$ cat config.mk
export PLATFORM = sky130hd
export DESIGN_NAME = hexcmd_parser
export DESIGN_NICKNAME = d
export VERILOG_FILES = /design/src/rtl/hexcmd_pkg.sv /design/src/rtl/hexcmd_char_class.sv /design/src/rtl/hexcmd_field_acc.sv /design/src/rtl/hexcmd_parser.sv
export SDC_FILE = /design/constraint.sdc
export NUM_CORES = 1
export LEC_CHECK = 0
export BUFFER_PORTS_ARGS = -buffer_cell sky130_fd_sc_hd__clkbuf_2
export CAP_MARGIN = 10
export CORE_UTILIZATION = 45
export DETAILED_ROUTE_END_ITERATION = 7
export SETUP_SLACK_MARGIN = 0.1
export SYNTH_ARGS = -nofsm -noshare
export SYNTH_HDL_FRONTEND = slang
export SYNTH_SLANG_ARGS = --single-unit
$ cat constraint.sdc
create_clock -name clk -period 2.5 [get_ports clk]
set_input_delay 0.125 -clock clk [delete_from_list [all_inputs] [get_ports clk]]
set_output_delay 0.125 -clock clk [all_outputs]
set_load 0.03 [all_outputs]
$ cat src/rtl/hexcmd_pkg.sv
package hexcmd_pkg;
    localparam logic [7:0] CH_PREAMBLE = 8'h4D;
    localparam logic [7:0] CH_CR       = 8'h0D;
    localparam logic [7:0] CH_LF       = 8'h0A;

    typedef enum logic [1:0] {
        ST_IDLE = 2'd0,
        ST_ADDR = 2'd1,
        ST_DATA = 2'd2,
        ST_SKIP = 2'd3
    } pstate_t;
endpackage

$ cat src/rtl/hexcmd_char_class.sv
module hexcmd_char_class
    import hexcmd_pkg::*;
(
    input  logic [7:0] ch,
    output logic       is_pre,
    output logic       is_eol,
    output logic       is_hex,
    output logic [3:0] nib
);
    always_comb begin
        is_pre = (ch == CH_PREAMBLE);
        is_eol = (ch == CH_CR) || (ch == CH_LF);
        is_hex = 1'b0;
        nib    = 4'd0;
        if (ch >= 8'h30 && ch <= 8'h39) begin
            is_hex = 1'b1;
            nib    = 4'(ch - 8'h30);
        end else if (ch >= 8'h41 && ch <= 8'h46) begin
            is_hex = 1'b1;
            nib    = 4'(ch - 8'h37);
        end else if (ch >= 8'h61 && ch <= 8'h66) begin
            is_hex = 1'b1;
            nib    = 4'(ch - 8'h57);
        end
    end
endmodule

$ cat src/rtl/hexcmd_field_acc.sv
module hexcmd_field_acc #(
    parameter int DIGITS = 4
) (
    input  logic                         clk,
    input  logic                         rst_n,
    input  logic                         clr,
    input  logic                         push,
    input  logic [3:0]                   nib,
    output logic [4*DIGITS-1:0]          value,
    output logic [$clog2(DIGITS+1)-1:0]  count,
    output logic                         full
);
    localparam int W  = 4 * DIGITS;
    localparam int CW = $clog2(DIGITS + 1);

    always_ff @(posedge clk or negedge rst_n) begin
        if (!rst_n) begin
            value <= '0;
            count <= '0;
        end else if (clr && push) begin
            value <= W'(nib);
            count <= CW'(1);
        end else if (clr) begin
            value <= '0;
            count <= '0;
        end else if (push) begin
            value <= {value[W-5:0], nib};
            count <= count + CW'(1);
        end
    end

    assign full = (count == CW'(DIGITS));

    // the digit counter never passes the field length
    a_r8_count_bound: assert property (@(posedge clk) disable iff (!rst_n)
        count <= CW'(DIGITS));
    // the controller never pushes into a full field
    a_r8_no_push_full: assert property (@(posedge clk) disable iff (!rst_n)
        (push && !clr) |-> !full);
endmodule

$ cat src/rtl/hexcmd_parser.sv
module hexcmd_parser
    import hexcmd_pkg::*;
#(
    parameter int ADDR_DIGITS = 4,
    parameter int DATA_DIGITS = 4
) (
    input  logic                     clk,
    input  logic                     rst_n,
    input  logic [7:0]               rx_byte,
    input  logic                     rx_valid,
    output logic                     req_valid,
    output logic                     req_write,
    output logic [4*ADDR_DIGITS-1:0] req_addr,
    output logic [4*DATA_DIGITS-1:0] req_wdata
);
    localparam int AW  = 4 * ADDR_DIGITS;
    localparam int DW  = 4 * DATA_DIGITS;
    localparam int ACW = $clog2(ADDR_DIGITS + 1);
    localparam int DCW = $clog2(DATA_DIGITS + 1);

    pstate_t          state, state_nxt;
    logic             c_pre, c_eol, c_hex;
    logic [3:0]       c_nib;
    logic             a_clr, a_push, a_full;
    logic             d_clr, d_push, d_full;
    logic [AW-1:0]    a_val;
    logic [DW-1:0]    d_val;
    logic [ACW-1:0]   a_cnt;
    logic [DCW-1:0]   d_cnt;
    logic             fire_rd, fire_wr;

    hexcmd_char_class u_class (
        .ch     (rx_byte),
        .is_pre (c_pre),
        .is_eol (c_eol),
        .is_hex (c_hex),
        .nib    (c_nib)
    );

    hexcmd_field_acc #(.DIGITS(ADDR_DIGITS)) u_addr (
        .clk   (clk),
        .rst_n (rst_n),
        .clr   (a_clr),
        .push  (a_push),
        .nib   (c_nib),
        .value (a_val),
        .count (a_cnt),
        .full  (a_full)
    );

    hexcmd_field_acc #(.DIGITS(DATA_DIGITS)) u_data (
        .clk   (clk),
        .rst_n (rst_n),
        .clr   (d_clr),
        .push  (d_push),
        .nib   (c_nib),
        .value (d_val),
        .count (d_cnt),
        .full  (d_full)
    );

    // Next-state and field control
    always_comb begin
        state_nxt = state;
        a_clr     = 1'b0;
        a_push    = 1'b0;
        d_clr     = 1'b0;
        d_push    = 1'b0;
        fire_rd   = 1'b0;
        fire_wr   = 1'b0;
        if (rx_valid) begin
            unique case (state)
                ST_IDLE: begin
                    if (c_pre) begin
                        state_nxt = ST_ADDR;
                        a_clr     = 1'b1;
                        d_clr     = 1'b1;
                    end else if (!c_eol) begin
                        state_nxt = ST_SKIP;
                    end
                end
                ST_ADDR: begin
                    if (c_eol) begin
                        state_nxt = ST_IDLE;
                        fire_rd   = a_full;
                    end else if (c_hex) begin
                        if (a_full) begin
                            state_nxt = ST_DATA;
                            d_push    = 1'b1;
                        end else begin
                            a_push = 1'b1;
                        end
                    end else begin
                        state_nxt = ST_SKIP;
                    end
                end
                ST_DATA: begin
                    if (c_eol) begin
                        state_nxt = ST_IDLE;
                        fire_wr   = d_full;
                    end else if (c_hex && !d_full) begin
                        d_push = 1'b1;
                    end else begin
                        state_nxt = ST_SKIP;
                    end
                end
                ST_SKIP: begin
                    if (c_eol) state_nxt = ST_IDLE;
                end
                default: state_nxt = ST_IDLE;
            endcase
        end
    end

    // State register
    always_ff @(posedge clk or negedge rst_n) begin
        if (!rst_n) state <= ST_IDLE;
        else        state <= state_nxt;
    end

    // Output register
    always_ff @(posedge clk or negedge rst_n) begin
        if (!rst_n) begin
            req_valid <= 1'b0;
            req_write <= 1'b0;
            req_addr  <= '0;
            req_wdata <= '0;
        end else begin
            req_valid <= fire_rd || fire_wr;
            if (fire_rd) begin
                req_write <= 1'b0;
                req_addr  <= a_val;
                req_wdata <= '0;
            end else if (fire_wr) begin
                req_write <= 1'b1;
                req_addr  <= a_val;
                req_wdata <= d_val;
            end
        end
    end

    // the strobe lasts one cycle
    a_r9_single_pulse: assert property (@(posedge clk) disable iff (!rst_n)
        req_valid |=> !req_valid);
    // a request only follows an accepted end-of-line byte
    a_r9_after_eol: assert property (@(posedge clk) disable iff (!rst_n)
        req_valid |-> $past(rx_valid && c_eol));
    // reads carry zero write data
    a_r11_read_zero: assert property (@(posedge clk) disable iff (!rst_n)
        (req_valid && !req_write) |-> (req_wdata == '0));
    // without a valid byte the state does not move
    a_r10_hold: assert property (@(posedge clk) disable iff (!rst_n)
        !rx_valid |=> $stable(state));
    // a line being discarded never yields a request
    a_r6_skip_quiet: assert property (@(posedge clk) disable iff (!rst_n)
        (state == ST_SKIP) |=> !req_valid);
    // a write needs a full address field
    a_r3_write_addr_full: assert property (@(posedge clk) disable iff (!rst_n)
        (state == ST_DATA) |-> (a_cnt == ACW'(ADDR_DIGITS)));
    // the data field is empty while collecting the address
    a_r8_data_empty: assert property (@(posedge clk) disable iff (!rst_n)
        (state == ST_ADDR) |-> (d_cnt == '0));
endmodule

Yosys cells after proc, flatten, opt, wreduce, memory -nomap -nowiden

Index checks and enable logic that the tools add are counted.

Input port bits: 11
Register bits: 74
Logic and storage cells: 100
Output and inout port bits: 34

Equal/unequal tests: 12
Add/sub/neg operators: 5
Mux-type cells: 54
Reductions and logical operators: 14
Order comparisons: 6

Operators by type and width:

| cell                  | count |
|---|---|
| $mux W16              | 10 |
| $mux W1               | 25 |
| $mux W3               | 6 |
| $eq A8 B4 Y1 const B  | 2 |
| $ge A8 B7 Y1 const B  | 2 |
| $le A8 B7 Y1 const B  | 2 |
| $mux W2               | 8 |
| $mux W4               | 3 |
| $eq A8 B7 Y1 const B  | 1 |
| $ge A8 B6 Y1 const B  | 1 |
| $le A8 B6 Y1 const B  | 1 |
| $pmux W2 S4           | 1 |
| $sub A4 B3 Y4 const B | 2 |
| $add A3 B1 Y3 const B | 2 |
| $eq A3 B3 Y1 const B  | 2 |
| $logic_and A1 B1 Y1   | 6 |
| $ne A3 B3 Y1 const B  | 2 |
| $reduce_bool A3 Y1    | 2 |
| $reduce_and A5 Y1     | 1 |
| $eq A2 B2 Y1 const B  | 2 |
| $ne A4 B4 Y1 const B  | 1 |
| $sub A4 B1 Y4 const B | 1 |
| $eq A2 B1 Y1 const B  | 1 |
| $logic_not A2 Y1      | 1 |
| other kinds (5)       | 6 |

Logic depth before layout (Yosys ltp)

Depth in word-level cells: 13
Depth in mapped cells: 9
Mapped depth without buffers: 8

Cells and area by module

Synthesis repeated with hierarchy kept, for this count alone.

Cell total of the unflattened synthesis: 310
Area total of the unflattened synthesis: 3479.6 um^2

Modules (own cells, without submodules):

| module            | seq. area each (um^2) | cells an instance | times used | area an instance (um^2) |
|---|---|---|---|---|
| hexcmd_field_acc  | 475.5                 | 72                | 2          | 844.6 |
| hexcmd_parser     | 900.9                 | 141               | 1          | 1567.8 |
| hexcmd_char_class | 0.0                   | 25                | 1          | 222.7 |

Worst setup path after synthesis

Ideal clock, no wire load.

Path kind: input-to-reg
Start: input rx_byte[1]
End: register u_data.count[1]
Setup slack: 0.670 ns
Arrival time: 1.698 ns
Library setup time: 0.132 ns
Stages: 9
Cells stage by stage: inv_1 -> ha_1 -> mux2i_1 -> nor3_4 -> or2b_2 -> nor3_4 -> buf_6 -> mux2i_1 -> nor2_1

Word-level cells in the longest chain between the ends: 12

Ends and longest elaborated chain:

| item                                                                  | line                    | source |
|---|---|---|
| start: declaration                                                    | hexcmd_parser.sv:9      | `input logic [7:0] rx_byte,` |
| $ge A8 B7 Y1 / $le A8 B7 Y1 (equally long branches)                   | hexcmd_char_class.sv:21 | `end else if (ch >= 8'h61 && ch <= 8'h66) begin` |
| $logic_and A1 B1 Y1                                                   | hexcmd_char_class.sv:21 |  |
| $mux W1                                                               | hexcmd_char_class.sv:21 |  |
| $mux W1                                                               | hexcmd_char_class.sv:18 | `end else if (ch >= 8'h41 && ch <= 8'h46) begin` |
| $mux W1                                                               | hexcmd_char_class.sv:15 | `if (ch >= 8'h30 && ch <= 8'h39) begin` |
| $logic_and A1 B1 Y1                                                   | hexcmd_parser.sv:101    | `end else if (c_hex && !d_full) begin` |
| $mux W1                                                               | hexcmd_parser.sv:101    |  |
| $mux W1                                                               | hexcmd_parser.sv:98     | `if (c_eol) begin` |
| $pmux W1 S2                                                           | hexcmd_parser.sv:72     | `unique case (state)` |
| $mux W1                                                               | hexcmd_parser.sv:71     | `if (rx_valid) begin` |
| $logic_and A1 B1 Y1                                                   | hexcmd_field_acc.sv:20  | `end else if (clr && push) begin` |
| $reduce_bool A3 Y1 (no source line) / $mux W3 (equally long branches) | --                      |  |
| end signal: assignment                                                | hexcmd_field_acc.sv:28  | `count <= count + CW'(1);` |
| end: declaration                                                      | hexcmd_field_acc.sv:10  | `output logic [$clog2(DIGITS+1)-1:0] count,` |

Parallel ways exist; a longest one is shown, timed or not.
A chain may end at the register's enable or synchronous reset.

Worst setup path after layout

Start: register state[1]
End: register u_data.value[11]

Word-level cells in the longest chain between the ends: 5

Ends and longest elaborated chain:

| item                                                                   | line                                           | source |
|---|---|---|
| start: declaration                                                     | hexcmd_parser.sv:21                            | `pstate_t state, state_nxt;` |
| start signal: assignment                                               | hexcmd_parser.sv:118                           | `else state <= state_nxt;` |
| $eq A2 B2 Y1, or another cell as far along                             | hexcmd_parser.sv:72                            |  |
| $pmux W1 S2 / $mux W1 (equally long branches)                          | hexcmd_parser.sv:72                            |  |
| $mux W1                                                                | hexcmd_parser.sv:71                            |  |
| $logic_and A1 B1 Y1 / $mux W16 (equally long branches)                 | hexcmd_field_acc.sv:20, hexcmd_field_acc.sv:23 |  |
| $reduce_bool A3 Y1 (no source line) / $mux W16 (equally long branches) | --                                             |  |
| end signal: assignment                                                 | hexcmd_field_acc.sv:21                         | `value <= W'(nib);` |
| end signal: assignment                                                 | hexcmd_field_acc.sv:27                         | `value <= {value[W-5:0], nib};` |
| end: declaration                                                       | hexcmd_field_acc.sv:9                          | `output logic [4*DIGITS-1:0] value,` |

Parallel ways exist; a longest one is shown, timed or not.

==> flow_metrics.env <==
export IMPL_slew_viol_final=0
export IMPL_most_common_library_cell_in_the_layout_ignoring_fill_and_taps="sky130_fd_sc_hd__nand2_1"
export IMPL_ys_top_cells_by_area="sky130_fd_sc_hd__dfrtp_1 (54%), sky130_fd_sc_hd__nand2_1 (14%), sky130_fd_sc_hd__mux2i_1 (7.3%)"
export IMPL_leakage_nw=2.07
export IMPL_clk_latency_ns=0.35
export IMPL_startpoint_of_the_worst_setup_timing_path="state[1]$_DFFE_PN0P_"
export IMPL_final_skew_ns=0.00994
export IMPL_finalWeightedCongestion=0.812
export IMPL_die_width_um=89.0
export IMPL_area_grow_syn2layout_pct=16.4
export IMPL_period_minus_slack_ns=1.97
export IMPL_synth_main_ff_cell="sky130_fd_sc_hd__dfrtp_1"
export IMPL_clock_tree_buffer_depth=2
export IMPL_synth_largest_area_cell="sky130_fd_sc_hd__dfrtp_1"
export IMPL_core_area_um2=7290
export IMPL_grt_pass1_wl_um=11400
export IMPL_final_layout_size_suffix_gt1_frac=0.186
export IMPL_htreeDepth=3
export IMPL_hp_start="rx_byte[0]"
export IMPL_clock_root_buffer="sky130_fd_sc_hd__clkbuf_8"
export IMPL_wire_per_inst_um=12.9
export IMPL_r2r_cells=8
export IMPL_antenna_diode_count=0
export IMPL_final_antenna_net_count=0
export IMPL_grt_ovfl_total=0
export IMPL_grt_pass1_vias=2407
export IMPL_setup_fix_bufs_post_cts=0
export IMPL_io_pins=45
export IMPL_timing_final_setup_violations=0
export IMPL_synthCells=358
export IMPL_vdd_ir_drop_max_mv=0.283
export IMPL_tritoncts="done"
export IMPL_vias=2532
export IMPL_slew_headroom=0.397
export IMPL_mostFrequentLayoutCells="sky130_fd_sc_hd__nand2_1 (127), sky130_fd_sc_hd__dfrtp_1 (74), sky130_fd_sc_hd__clkbuf_2 (43)"
export IMPL_post_synth_num_cell_types=34
export IMPL_global_route_usage_total=0.189
export IMPL_syn_mean_instance_area_um2=9.52
export IMPL_final_hold_violation_count=0
export IMPL_detail_route_first_pass_iterations=6
export IMPL_place_inst=490
export IMPL_yosysWarningCount=0
export IMPL_number_of_antenna_violations_at_the_first_check_in_global_routing=0
export IMPL_clock_sink_count=74
export IMPL_drt_iter0_drc=134
export IMPL_place_port_buffers=44
export IMPL_crit_reg2reg_launch="state[1]$_DFFE_PN0P_"
export IMPL_kind_of_start_point_of_the_critical_path="flop"
export IMPL_run_status="complete, no violations"
export IMPL_post_drt_via_cell_ratio=4.99
export IMPL_timing_hold_worst_path_depth=5
export IMPL_worst_pin_slew_ns=0.905
export IMPL_synth_edf_count=0
export IMPL_rows=31
export IMPL_setup_crit_end_kind="flop"
export IMPL_powerDensity_nw_per_um2=714
export IMPL_max_freq_mhz=508
export IMPL_wirelength_um=6560
export IMPL_cts_resized_gates=0
export IMPL_timing_worst_setup_path_type="flop to flop"
export IMPL_cts_hold_buffers_added=1
export IMPL_clk_pin_slew_worst_paths_ns=0.08
export IMPL_layout_worst_path_cycle_share=0.788
export IMPL_layoutNonFillerInstCount=507
export IMPL_drc=0
export IMPL_syn_num_nets=381
export IMPL_finish_net_count=426
export IMPL_synth_yosys_seq_area_share=0.543
export IMPL_hpwl_um=4340
export IMPL_worst_endpoint_arrival_ns=2.20
export IMPL_share_of_synthesized_registers_carrying_an_async_set_or_reset=1.00
export IMPL_cp_required_ns=2.73
export IMPL_yosys_area_top_type_share=0.543
export IMPL_max_fo_critical_path=22
export IMPL_timing_hold_worst_class="primary input to flop"
export IMPL_starting_density=0.467
export IMPL_synthesis_stage_register_bit_count=74
export IMPL_rsz0062_at_grt="false"
export IMPL_final_setup_tns_ns=0
export IMPL_fp_dieH_um=89.0
export IMPL_maximum_number_of_pins_on_one_net_before_global_route_repair=75
export IMPL_syn_area_um2=3410
export IMPL_die_area_um2=7930
export IMPL_maxCapViolations=0
export IMPL_tritoncts_num_buffers=9
Yosys cell counts, types with 2 or more instances:
library cell                 n
sky130_fd_sc_hd__o21ai_0    21
sky130_fd_sc_hd__buf_2       7
sky130_fd_sc_hd__nor3b_1     2
sky130_fd_sc_hd__clkbuf_1    6
sky130_fd_sc_hd__and3_1      2
sky130_fd_sc_hd__a21oi_1     4
sky130_fd_sc_hd__nor3_4      2
sky130_fd_sc_hd__inv_1       9
sky130_fd_sc_hd__dfrtp_1    74
sky130_fd_sc_hd__nor2_1     22
sky130_fd_sc_hd__nand3_1    22
sky130_fd_sc_hd__buf_6       3
sky130_fd_sc_hd__a21oi_2     2
sky130_fd_sc_hd__ha_1       12
sky130_fd_sc_hd__mux2i_1    25
sky130_fd_sc_hd__nand2_1   127
metrics by stage:
| step | utilization | worst slack (ns) | power (mW) | cell area (um^2) | hold slack (ns) |
|---|---|---|---|---|---|
| after floorplan | - | 0.670 | 1.68 | 3410 | -0.171 |
| after global placement | 0.511 | 0.449 | 1.80 | 3730 | 0.328 |
| after detailed placement | 0.511 | 0.362 | 1.82 | 3730 | 0.326 |
| after CTS | 0.544 | 0.523 | 2.86 | 3970 | 0.229 |
| after global routing | 0.544 | 0.272 | 2.98 | 3970 | 0.279 |
| final | 0.544 | 0.530 | 2.83 | 3970 | 0.241 |
per-layer routing:
layer / vias up / global-route usage / part of all wire
met5: - / 0 / 0
li1: 1262 / - / -
met1: 1212 / 0.248 / 0.49
met3: 7 / 0.0332 / 0.028
met2: 51 / 0.310 / 0.48
met4: 0 / 0.0823 / 0.0087
final timing paths:
path                            slack (ns)                      endpoint
worst max register to register        0.53  u_data.value[11]$_DFFE_PN0P_
worst min-delay path                  0.24   u_data.value[0]$_DFFE_PN0P_
max in group asynchronous             1.47   u_addr.value[2]$_DFFE_PN0P_
worst min register to register        0.47      req_wdata[7]$_DFFE_PN0P_
worst max-delay path                  0.53  u_data.value[11]$_DFFE_PN0P_
min in group asynchronous             0.45      req_wdata[9]$_DFFE_PN0P_
power by group:
part | internal (mW) | total [mW] | switching [mW]
Clock | 0.590 | 1.03 | 0.444
Sequential | 1.30 | 1.40 | 0.0987
Combinational | 0.165 | 0.398 | 0.233
logic make-up after synthesis:
group / after synthesis / synth area share
flip-flops: 74 / 0.543
AND/OR/NAND/NOR: 184 / 0.236
XOR/XNOR: 1 / 0.00257
AO/OA/AOI/OAI: 35 / 0.0613
adder cells (fa/ha/maj): 12 / 0.0441
buffers and inverters: 27 / 0.0389
multiplexers: 25 / 0.0734
worst max-delay path, cell delays in order (launching register included):
cell and delay (ns):
sky130_fd_sc_hd__dfrtp_1 0.42, sky130_fd_sc_hd__inv_1 0.12, sky130_fd_sc_hd__ha_1 0.27, sky130_fd_sc_hd__and3_1 0.21
sky130_fd_sc_hd__o21ai_0 0.16, sky130_fd_sc_hd__nor3_4 0.18, sky130_fd_sc_hd__buf_12 0.21, sky130_fd_sc_hd__mux2i_1 0.22
sky130_fd_sc_hd__nor2_1 0.05
sequential cells by signal, indices dropped and copies added, names as in the netlist:
signal        cells
req_valid         1
u_addr.value     16
u_addr.count      3
u_data.value     16
req_addr         16
req_wdata        16
state             2
u_data.count      3
req_write         1
area by class of cell:
class                      count  area (um^2)
fill                         720         3320
sequential                    74         1850
multi-input combinational    257         1420
timing repair buffer          51          303
clock buffer                  10          138
tap                           99          124
clock inverter                 6         90.1
inverter                      10         37.5
No activity file was read; power rests on OpenSTA's default activity.
